### src/rtl/fpt_pkg.sv
package fpt_pkg;

    typedef enum logic [2:0] {
        ST_IDLE  = 3'd0,
        ST_LEAD  = 3'd1,
        ST_SETUP = 3'd2,
        ST_PULSE = 3'd3,
        ST_PHOLD = 3'd4,
        ST_SHOLD = 3'd5
    } seq_state_e;

    localparam int unsigned WSEL_W = 2;

    typedef enum logic [WSEL_W-1:0] {
        WSEL_EXTRA = 2'd0,
        WSEL_EARLY = 2'd1,
        WSEL_LATE  = 2'd2,
        WSEL_LATE2 = 2'd3
    } wsel_e;

    typedef struct packed {
        seq_state_e        state;
        logic [WSEL_W-1:0] wsel;
        logic              wdt;
        logic              psu;
        logic              prog;
        logic              ack;
    } seq_regs_t;

    // microseconds to clock cycles, never below one cycle
    function automatic int unsigned us_to_cycles(int unsigned us, int unsigned cpu);
        int unsigned c;
        c = us * cpu;
        return (c < 1) ? 1 : c;
    endfunction

    function automatic int unsigned max2(int unsigned a, int unsigned b);
        return (a > b) ? a : b;
    endfunction

endpackage

### src/rtl/fpt_wait_counter.sv
module fpt_wait_counter #(
    parameter int unsigned CW = 8
) (
    input  logic          clk,
    input  logic          rst_n,
    input  logic          load_i,
    input  logic [CW-1:0] load_val_i,
    output logic          zero_o
);
    logic [CW-1:0] cnt_d, cnt_q;

    always_comb begin
        cnt_d = cnt_q;
        if (load_i) begin
            cnt_d = load_val_i;
        end else if (cnt_q != '0) begin
            cnt_d = cnt_q - 1'b1;
        end
    end

    always_ff @(posedge clk or negedge rst_n) begin
        if (!rst_n) begin
            cnt_q <= '0;
        end else begin
            cnt_q <= cnt_d;
        end
    end

    assign zero_o = (cnt_q == '0);
endmodule

### src/rtl/fpt_width_lut.sv
module fpt_width_lut
    import fpt_pkg::*;
#(
    parameter int unsigned CW        = 8,
    parameter int unsigned EXTRA_CYC = 10,
    parameter int unsigned EARLY_CYC = 30,
    parameter int unsigned LATE_CYC  = 200
) (
    input  logic [WSEL_W-1:0] code_i,
    output logic [CW-1:0]     cycles_o
);
    always_comb begin
        case (code_i)
            WSEL_EXTRA: cycles_o = CW'(EXTRA_CYC);
            WSEL_EARLY: cycles_o = CW'(EARLY_CYC);
            default:    cycles_o = CW'(LATE_CYC);
        endcase
    end
endmodule

### src/rtl/fpt_seq_fsm.sv
module fpt_seq_fsm
    import fpt_pkg::*;
#(
    parameter int unsigned CW        = 8,
    parameter int unsigned LEAD_CYC  = 4,
    parameter int unsigned SETUP_CYC = 8,
    parameter int unsigned PHOLD_CYC = 8,
    parameter int unsigned SHOLD_CYC = 4
) (
    input  logic              clk,
    input  logic              rst_n,
    input  logic              req_i,
    input  logic [WSEL_W-1:0] width_sel_i,
    input  logic [CW-1:0]     pulse_cycles_i,
    input  logic              wait_done_i,
    output logic [WSEL_W-1:0] wsel_o,
    output logic              load_o,
    output logic [CW-1:0]     load_val_o,
    output logic              wdt_o,
    output logic              psu_o,
    output logic              prog_o,
    output logic              ack_o
);
    localparam logic [CW-1:0] LEAD_LD  = CW'(LEAD_CYC - 1);
    localparam logic [CW-1:0] SETUP_LD = CW'(SETUP_CYC - 1);
    localparam logic [CW-1:0] PHOLD_LD = CW'(PHOLD_CYC - 1);
    localparam logic [CW-1:0] SHOLD_LD = CW'(SHOLD_CYC - 1);

    seq_regs_t r_d, r_q;

    always_comb begin
        r_d        = r_q;
        r_d.ack    = 1'b0;
        load_o     = 1'b0;
        load_val_o = '0;
        case (r_q.state)
            ST_IDLE: begin
                if (req_i) begin
                    r_d.state  = ST_LEAD;
                    r_d.wsel   = width_sel_i;
                    r_d.wdt    = 1'b1;
                    load_o     = 1'b1;
                    load_val_o = LEAD_LD;
                end
            end
            ST_LEAD: begin
                if (wait_done_i) begin
                    r_d.state  = ST_SETUP;
                    r_d.psu    = 1'b1;
                    load_o     = 1'b1;
                    load_val_o = SETUP_LD;
                end
            end
            ST_SETUP: begin
                if (wait_done_i) begin
                    r_d.state  = ST_PULSE;
                    r_d.prog   = 1'b1;
                    load_o     = 1'b1;
                    load_val_o = pulse_cycles_i - 1'b1;
                end
            end
            ST_PULSE: begin
                if (wait_done_i) begin
                    r_d.state  = ST_PHOLD;
                    r_d.prog   = 1'b0;
                    load_o     = 1'b1;
                    load_val_o = PHOLD_LD;
                end
            end
            ST_PHOLD: begin
                if (wait_done_i) begin
                    r_d.state  = ST_SHOLD;
                    r_d.psu    = 1'b0;
                    load_o     = 1'b1;
                    load_val_o = SHOLD_LD;
                end
            end
            ST_SHOLD: begin
                if (wait_done_i) begin
                    r_d.state = ST_IDLE;
                    r_d.wdt   = 1'b0;
                    r_d.ack   = 1'b1;
                end
            end
            default: begin
                r_d.state = ST_IDLE;
                r_d.wdt   = 1'b0;
                r_d.psu   = 1'b0;
                r_d.prog  = 1'b0;
            end
        endcase
    end

    always_ff @(posedge clk or negedge rst_n) begin
        if (!rst_n) begin
            r_q <= '{state: ST_IDLE, wsel: '0, wdt: 1'b0, psu: 1'b0, prog: 1'b0, ack: 1'b0};
        end else begin
            r_q <= r_d;
        end
    end

    assign wsel_o = r_q.wsel;
    assign wdt_o  = r_q.wdt;
    assign psu_o  = r_q.psu;
    assign prog_o = r_q.prog;
    assign ack_o  = r_q.ack;
endmodule

### src/rtl/flash_pulse_timer.sv
module flash_pulse_timer
    import fpt_pkg::*;
#(
    parameter int unsigned CYC_PER_US     = 4,
    parameter int unsigned T_WDT_LEAD_US  = 1,
    parameter int unsigned T_PSU_SETUP_US = 2,
    parameter int unsigned T_P_HOLD_US    = 2,
    parameter int unsigned T_PSU_HOLD_US  = 1,
    parameter int unsigned PW_EXTRA_US    = 10,
    parameter int unsigned PW_EARLY_US    = 30,
    parameter int unsigned PW_LATE_US     = 200
) (
    input  logic              clk,
    input  logic              rst_n,
    input  logic              req_i,
    input  logic [WSEL_W-1:0] width_sel_i,
    output logic              ack_o,
    output logic              psu_o,
    output logic              prog_o,
    output logic              wdt_en_o
);
    localparam int unsigned LEAD_CYC  = us_to_cycles(T_WDT_LEAD_US, CYC_PER_US);
    localparam int unsigned SETUP_CYC = us_to_cycles(T_PSU_SETUP_US, CYC_PER_US);
    localparam int unsigned PHOLD_CYC = us_to_cycles(T_P_HOLD_US, CYC_PER_US);
    localparam int unsigned SHOLD_CYC = us_to_cycles(T_PSU_HOLD_US, CYC_PER_US);
    localparam int unsigned EXTRA_CYC = us_to_cycles(PW_EXTRA_US, CYC_PER_US);
    localparam int unsigned EARLY_CYC = us_to_cycles(PW_EARLY_US, CYC_PER_US);
    localparam int unsigned LATE_CYC  = us_to_cycles(PW_LATE_US, CYC_PER_US);
    localparam int unsigned MAX_WAIT  = max2(max2(LEAD_CYC, SETUP_CYC), max2(PHOLD_CYC, SHOLD_CYC));
    localparam int unsigned MAX_PULSE = max2(max2(EXTRA_CYC, EARLY_CYC), LATE_CYC);
    localparam int unsigned CW        = $clog2(max2(MAX_WAIT, MAX_PULSE) + 1);

    logic [WSEL_W-1:0] wsel_q;
    logic [CW-1:0]     pulse_cycles;
    logic              cnt_load;
    logic [CW-1:0]     cnt_load_val;
    logic              cnt_zero;

    fpt_width_lut #(
        .CW        (CW),
        .EXTRA_CYC (EXTRA_CYC),
        .EARLY_CYC (EARLY_CYC),
        .LATE_CYC  (LATE_CYC)
    ) i_width_lut (
        .code_i   (wsel_q),
        .cycles_o (pulse_cycles)
    );

    fpt_wait_counter #(
        .CW (CW)
    ) i_wait_counter (
        .clk        (clk),
        .rst_n      (rst_n),
        .load_i     (cnt_load),
        .load_val_i (cnt_load_val),
        .zero_o     (cnt_zero)
    );

    fpt_seq_fsm #(
        .CW        (CW),
        .LEAD_CYC  (LEAD_CYC),
        .SETUP_CYC (SETUP_CYC),
        .PHOLD_CYC (PHOLD_CYC),
        .SHOLD_CYC (SHOLD_CYC)
    ) i_seq_fsm (
        .clk            (clk),
        .rst_n          (rst_n),
        .req_i          (req_i),
        .width_sel_i    (width_sel_i),
        .pulse_cycles_i (pulse_cycles),
        .wait_done_i    (cnt_zero),
        .wsel_o         (wsel_q),
        .load_o         (cnt_load),
        .load_val_o     (cnt_load_val),
        .wdt_o          (wdt_en_o),
        .psu_o          (psu_o),
        .prog_o         (prog_o),
        .ack_o          (ack_o)
    );
endmodule

### config.mk
export PLATFORM = sky130hd
export DESIGN_NAME = flash_pulse_timer
export DESIGN_NICKNAME = d
export VERILOG_FILES = /design/src/rtl/fpt_pkg.sv /design/src/rtl/fpt_wait_counter.sv /design/src/rtl/fpt_width_lut.sv /design/src/rtl/fpt_seq_fsm.sv /design/src/rtl/flash_pulse_timer.sv
export SDC_FILE = /design/constraint.sdc
export NUM_CORES = 1
export LEC_CHECK = 0
export ABC_CLOCK_PERIOD_IN_PS = 1800
export BUFFER_PORTS_ARGS = -buffer_cell sky130_fd_sc_hd__buf_2
export CAP_MARGIN = 5
export CORE_MARGIN = 2
export CORE_UTILIZATION = 60
export CTS_BUF_LIST = sky130_fd_sc_hd__clkbuf_8
export DETAILED_ROUTE_END_ITERATION = 12
export GPL_TIMING_DRIVEN = 0
export PLACE_DENSITY = 0.86
export SETUP_SLACK_MARGIN = 0.05
export SYNTH_ARGS = -nofsm -noshare
export SYNTH_HDL_FRONTEND = slang
export SYNTH_SLANG_ARGS = --single-unit
### constraint.sdc
create_clock -name clk -period 1.8 [get_ports clk]
set_input_delay 0.27 -clock clk [delete_from_list [all_inputs] [get_ports clk]]
set_output_delay 0.27 -clock clk [all_outputs]
set_load 0.01 [all_outputs]
==> out/qor.yml, run 1 <==
sta:
  period_needed_ns: 1.74
  fin_skew_ns: 0.00120
  max_freq_ghz: 0.576
  slew_headroom: 0.636
  final_max_slew_viol_count: 0
  rsz0062_at_grt: "yes"
  tightest_slew_ns: 0.544
  setup-violations-final: 0
  hold_violations: 0
  fin_crit_sh: 0.964
place:
  gp_congestion: 0.843
  dp_hpwl_um: 1530
  port_buffers: 8
  dp.cells: 130
synthesis:
  synth-adder-area-share: 0.0211
  synth_cell_types: 44
  syn_area_per_cell_um2: 10.2
  netlist_area_um2: 1070
  async_flop_share: 1.00
  synthMuxAreaShare: 0.0399
  yosys.area_share.simple: 0.242
  synth_ff_type: "dfrtp_1"
  seq_area_frac_synth: 0.446
  yosysTopAreaCell: "dfrtp_1"
  syn_inst: 105
  synth_top_family_by_area: "simple AND/OR/NAND/NOR gates"
  synth-seq-cells: 19
  synth_edf_count: 0
  synthXorXnorAreaFrac: 0.0411
  ys_warn_count: 0
  synth_top_area_share: 0.446
  synth_compound_gate_area_share: 0.160
  synth_area_leaders: "dfrtp_1 45%, nor2_1 3.2%, xor2_1 2.5%, a21oi_1 2.3%, nor4_2 2.3%"
  syn_nets: 111
floorplan:
  die_area_um2: 2130
  row_count: 15
  coreArea_um2: 1690
  fp.dieH_um: 46.2
  pin_count: 9
  die_w_um: 46.2
  start_util: 0.631
global_route:
  antenna_found_initial: 0
  grt_pass1_vias: 798
  grt_pass1_wl_um: 3530
  met3_usage: 0.0588
  grt_usage: 0.247
  grt_use_met1: 0.303
  grt_max_degree: 20
  met2_usage: 0.386
  grt_overflow: 0
  grt.busiest_layer: "met2"
layout:
  nFillCells: 122
  stdcell_count: 139
  nNetsFinal: 129
  seq_area_um2: 475
  syn_to_final_growth_pct: 17.8
  utilization: 0.744
  final_layout_size_suffix_gt1_frac: 0.287
  antenna_cells: 0
  multiInputGateArea_um2: 581
pwr:
  power_density_nw_per_um2: 1510
  p_seq_frac: 0.413
  switchingPower_mw: 0.761
  p_leak_nw: 0.548
  clock_power_share: 0.151
  power.total_mw: 1.90
  ir_drop_v: 0.000989
  internal_power_mw: 1.14
  p_sw_frac: 0.401
  pwr-share-comb: 0.436
routing:
  ant_nets: 0
  viasPerCell: 6.15
  drt_iter0_markers: 20
  drc: 0
  vias: 855
  wl_per_cell_um: 16.1
  dr.pass1.iters: 4
  finalWirelength_um: 2230
status:
  status: "complete, no violations"
clock_network:
  root_buffer: "clkbuf_8"
  cts_max_level: 1
  insertion_delay_ns: 0.26
  cts_sinks: 19
  cts_buffer_depth: 2
  cts_tree: "done"
  numCtsBuffers: 3
  clk_pin_slew_ns: 0.07
worst_setup_path:
  worstReg2RegEnd: "i_wait_counter.cnt_q[8]$_DFFE_PN0P_"
  r2r_cells: 7
  startpoint: "i_wait_counter.cnt_q[1]$_DFFE_PN0P_"
  r2r_slack_ns: 0.06
  critPathKind: "flop to flop"
  start_kind: "flop"
  timing.rr.start: "i_wait_counter.cnt_q[1]$_DFFE_PN0P_"
  crit_end: "i_wait_counter.cnt_q[8]$_DFFE_PN0P_"
  worstSetupEndpointType: "flop"
  required_ns: 1.93
  cp_max_fo: 5
  cp_data_arrival_time_ns: 1.87
flow_run:
  maxCapViolCount: 0
worst_hold_path:
  hold_class: "primary input to flop"
==> state kept, by name (all words and copies together), names as in the netlist <==
name	flops
i_seq_fsm.wdt_o	1
i_wait_counter.cnt_q	10
i_seq_fsm.prog_o	1
i_seq_fsm.wsel_o	2
i_seq_fsm.r_q	3
i_seq_fsm.psu_o	1
i_seq_fsm.ack_o	1
==> per-layer routing <==
layer | vias to the layer above | routed length, um
li1 | 416 | -
met2 | 20 | 1090
met3 | 5 | 76
met4 | 0 | 51
met5 | - | 0
met1 | 414 | 1020
==> placed cells by master, fill, tap and decap left out, types with 3 or more instances in the layout <==
cell,instances
buf_2,9
clkbuf_8,3
o22ai_1,3
o21ai_0,4
xor2_1,3
nor2_1,9
a21oi_1,5
buf_4,4
dfrtp_1,19
nand2_1,6
inv_1,4
==> logic make-up after synthesis <==
logic type,after synthesis
simple gates,39
fa+ha+maj,2
flops,19
buf+inv,10
xor+xnor,5
compound gates,26
mux,4
==> cell type report <==
class / count / area share
clock buffers: 3 / 0.0329
inverters: 5 / 0.0149
well taps: 17 / 0.0169
multi-input cells: 76 / 0.462
repair buffers: 13 / 0.0637
flip-flops and latches: 19 / 0.378
plain buffers: 5 / 0.0279
clock inverters: 1 / 0.00299
==> timing repair <==
| item | in CTS | in global routing |
|---|---|---|
| hold endpoints to repair | 19 | 0 |
| hold buffers | 1 | 0 |
| pin swaps | 2 | 0 |
| endpoints found under the setup margin | 6 | 11 |
| buffers inserted | 4 | 0 |
| cloned | 0 | 0 |
| gates resized for setup | 2 | 7 |
==> worst max-delay path: stages, from the launching register on <==
cell and delay (ns):
dfrtp_1 0.40, inv_2 0.07, ha_4 0.14, or3b_1 0.36
buf_6 0.15, nor3b_4 0.17, mux2i_1 0.24, o21ai_1 0.08
==> worst min-delay path by stage <==
stage | startpoint | end | slack (ns) | cells after the start
2_1_floorplan | rst_n | i_seq_fsm.ack_o$_DFF_PN0_ | -0.03 | 0
3_3_place_gp | rst_n | i_wait_counter.cnt_q[4]$_DFFE_PN0P_ | 0.22 | 1
3_5_place_dp | rst_n | i_wait_counter.cnt_q[6]$_DFFE_PN0P_ | 0.22 | 1
4_1_cts | width_sel_i[0] | i_seq_fsm.wsel_o[0]$_DFFE_PN0P_ | 0.24 | 2
5_1_grt | width_sel_i[1] | i_seq_fsm.wsel_o[1]$_DFFE_PN0P_ | 0.26 | 2
6_report | width_sel_i[0] | i_seq_fsm.wsel_o[0]$_DFFE_PN0P_ | 0.24 | 2
==> cell usage after synthesis (2+ instances only) <==
master	number
a211oi_1	2
a21o_1	2
a21oi_1	5
and3_1	2
buf_6	2
clkbuf_1	2
dfrtp_1	19
inv_1	5
mux2_2	2
mux2i_1	2
nand2_1	6
nand3_1	2
nand4_1	2
nor2_1	9
nor2b_1	2
nor3_1	2
nor3_2	2
nor4_2	2
o21ai_0	4
o21ai_1	2
o22ai_1	3
xnor2_1	2
xor2_1	3
==> through the flow <==
step | hold slack (ns) | setup WS [ns] | TNS [ns] | cell area [um^2]
2_1_floorplan | -0.0256 | 0.100 | 0 | 1070
3_3_place_gp | 0.224 | -0.0965 | -0.177 | 1130
3_5_place_dp | 0.224 | -0.107 | -0.267 | 1130
4_1_cts | 0.242 | 0.0312 | 0 | 1220
5_1_grt | 0.258 | 0.00440 | 0 | 1260
6_report | 0.245 | 0.0648 | 0 | 1260
==> power by group through the flow <==
| stage | combinational, mW | clock (mW) | sequential, mW |
|---|---|---|---|
| final | 0.827 | 0.286 | 0.784 |
| after global routing | 0.928 | 0.306 | 0.802 |
| after CTS | 0.759 | 0.293 | 0.750 |
| after detailed placement | 0.682 | 0 | 0.772 |
| after global placement | 0.657 | 0 | 0.750 |
| after floorplan | 0.558 | 0 | 0.726 |
Note: power is estimated with default switching activity, not from simulation.
==> run 2, diff against run 1 <==
--- a/config.mk
+++ b/config.mk
@@ -8,8 +8,10 @@
 export ABC_CLOCK_PERIOD_IN_PS = 1800
 export BUFFER_PORTS_ARGS = -buffer_cell sky130_fd_sc_hd__buf_2
 export CAP_MARGIN = 5
+export CELL_PAD_IN_SITES_DETAIL_PLACEMENT = 2
+export CELL_PAD_IN_SITES_GLOBAL_PLACEMENT = 2
 export CORE_MARGIN = 2
-export CORE_UTILIZATION = 60
+export CORE_UTILIZATION = 39
 export CTS_BUF_LIST = sky130_fd_sc_hd__clkbuf_8
 export DETAILED_ROUTE_END_ITERATION = 12
 export GPL_TIMING_DRIVEN = 0
==> out/qor.yml, run 2 (same netlist as run 1, synthesis figures left out) <==
status:
  status: "complete, but fails checks"
  violations: "negative setup slack"
routing:
  drc: 0
  m1WireLength_um: 1490
  wl_met3_um: 56
  wl_met2_um: 1900
  top_layer: "met4"
  dr.pass1.iters: 4
  vias: 917
  viasPerCell: 5.92
  ant_nets: 0
  finalWirelength_um: 3520
  wl_per_cell_um: 22.7
  drt_iter0_markers: 33
place:
  dp.cells: 143
  place_ws_ns: -0.231
  gp_congestion: 0.793
  place_area_um2: 1140
  port_buffers: 8
  dp_hpwl_um: 2110
worst_hold_path:
  hold_depth: 2
  hp-start: "width_sel_i[1]"
  hold_class: "primary input to flop"
  hold_end: "i_seq_fsm.wsel_o[1]$_DFFE_PN0P_"
clock_network:
  cts_buffer_depth: 2
  numCtsBuffers: 3
  cts_max_level: 1
  insertion_delay_ns: 0.26
  cts_tree: "done"
  cts_sinks: 19
  root_buffer: "clkbuf_8"
  clk_pin_slew_ns: 0.08
sta:
  final_max_slew_viol_count: 0
  slew_headroom: 0.693
  whs_ns: 0.242
  fin_skew_ns: 0.00307
  fin_ws_ns: -0.0107
  fin_crit_sh: 1.01
  setup-violations-final: 1
  rsz0062_at_grt: "yes"
  max_freq_ghz: 0.552
  period_needed_ns: 1.81
  tightest_slew_ns: 0.461
  hold_violations: 0
worst_setup_path:
  worstSetupEndpointType: "flop"
  start_kind: "flop"
  cp_data_arrival_time_ns: 1.94
  cp_max_fo: 6
  r2r_slack_ns: -0.01
  required_ns: 1.93
  worstReg2RegEnd: "i_wait_counter.cnt_q[0]$_DFFE_PN0P_"
  r2r_cells: 6
  timing.rr.start: "i_wait_counter.cnt_q[0]$_DFFE_PN0P_"
  critPathKind: "flop to flop"
pwr:
  power_density_nw_per_um2: 1590
  p_leak_nw: 0.568
  ir_drop_v: 0.000802
layout:
  largest_register: "i_wait_counter.cnt_q"
  final_cell_mix: "19 x dfrtp_1, 9 x buf_2, 7 x nor2_1, 7 x buf_4, 6 x nand2_1"
  largest_register_ffs: 10
  stdcell_count: 155
  syn_to_final_growth_pct: 25.4
  final_layout_size_suffix_gt1_frac: 0.376
  final_area_um2: 1340
  antenna_cells: 0
  nNetsFinal: 132
  mostFrequentLayoutCell: "dfrtp_1"
  utilization: 0.525
  nFillCells: 282
flow_run:
  maxCapViolCount: 0
global_route:
  antenna_found_initial: 0
  grt_usage: 0.240
  grt_max_degree: 20
  grt_pass1_wl_um: 5690
  grt_overflow: 0
  grt_pass1_vias: 1048
floorplan:
  die_w_um: 56.3
  fp.dieH_um: 56.3
  pin_count: 9
  die_area_um2: 3170
  start_util: 0.419
  row_count: 18
  coreArea_um2: 2540
## run 2: how the worst max path moves through the flow
stage                                                    from                             endpoint  cells past startpoint
after floorplan           i_wait_counter.cnt_q[0]$_DFFE_PN0P_  i_wait_counter.cnt_q[8]$_DFFE_PN0P_                      7
after global placement    i_wait_counter.cnt_q[0]$_DFFE_PN0P_  i_wait_counter.cnt_q[7]$_DFFE_PN0P_                      6
after detailed placement  i_wait_counter.cnt_q[0]$_DFFE_PN0P_  i_wait_counter.cnt_q[7]$_DFFE_PN0P_                      6
after CTS                 i_wait_counter.cnt_q[0]$_DFFE_PN0P_  i_wait_counter.cnt_q[6]$_DFFE_PN0P_                      7
after global routing      i_wait_counter.cnt_q[0]$_DFFE_PN0P_  i_wait_counter.cnt_q[0]$_DFFE_PN0P_                      6
final                     i_wait_counter.cnt_q[0]$_DFFE_PN0P_  i_wait_counter.cnt_q[0]$_DFFE_PN0P_                      6
## run 2: report_power, final
part	switching, mW	total (mW)	internal [mW]
combinational	0.526	1.00	0.475
clock	0.158	0.313	0.154
sequential	0.247	0.818	0.571
## run 2: metal layers
| metal | global-route usage | vias up |
|---|---|---|
| met2 | 0.422 | 17 |
| met4 | 0.0918 | 0 |
| met3 | 0.0323 | 8 |
| met1 | 0.296 | 468 |
| li1 | - | 424 |
| met5 | 0 | - |
## run 2: what timing repair did
action                                  CTS  global route
setup buffers                             6             1
endpoints found under the setup margin   15            16
hold buffers                              1             0
hold endpoints to repair                 19             0
gates resized for setup                  10            10
pin swaps                                 3             2
## run 2: worst max-delay path: stages, from the launching register on
cell and delay, ns:
dfrtp_1 0.40, inv_2 0.09, ha_4 0.14, nor4b_4 0.32
nand3_2 0.24, a211oi_1 0.34, o22ai_1 0.15
## run 2: final cells by class
| type | instances | area, um^2 | area share |
|---|---|---|---|
| clock inverter | 1 | 5.00 | 0.00375 |
| sequential | 19 | 475 | 0.356 |
| inverter | 5 | 18.8 | 0.0140 |
| buffer | 5 | 36.3 | 0.0272 |
| clock buffer | 3 | 41.3 | 0.0309 |
| timing repair buffer | 16 | 103 | 0.0768 |
| tap | 30 | 37.5 | 0.0281 |
| multi-input combinational | 76 | 619 | 0.463 |
## run 2: through the flow
step | setup TNS [ns] | power [mW]
4_1_cts | 0 | 2.00
5_1_grt | -0.336 | 2.28
2_1_floorplan | 0 | 1.28
6_report | -0.0107 | 2.13
3_3_place_gp | -0.396 | 1.43
3_5_place_dp | -1.24 | 1.50
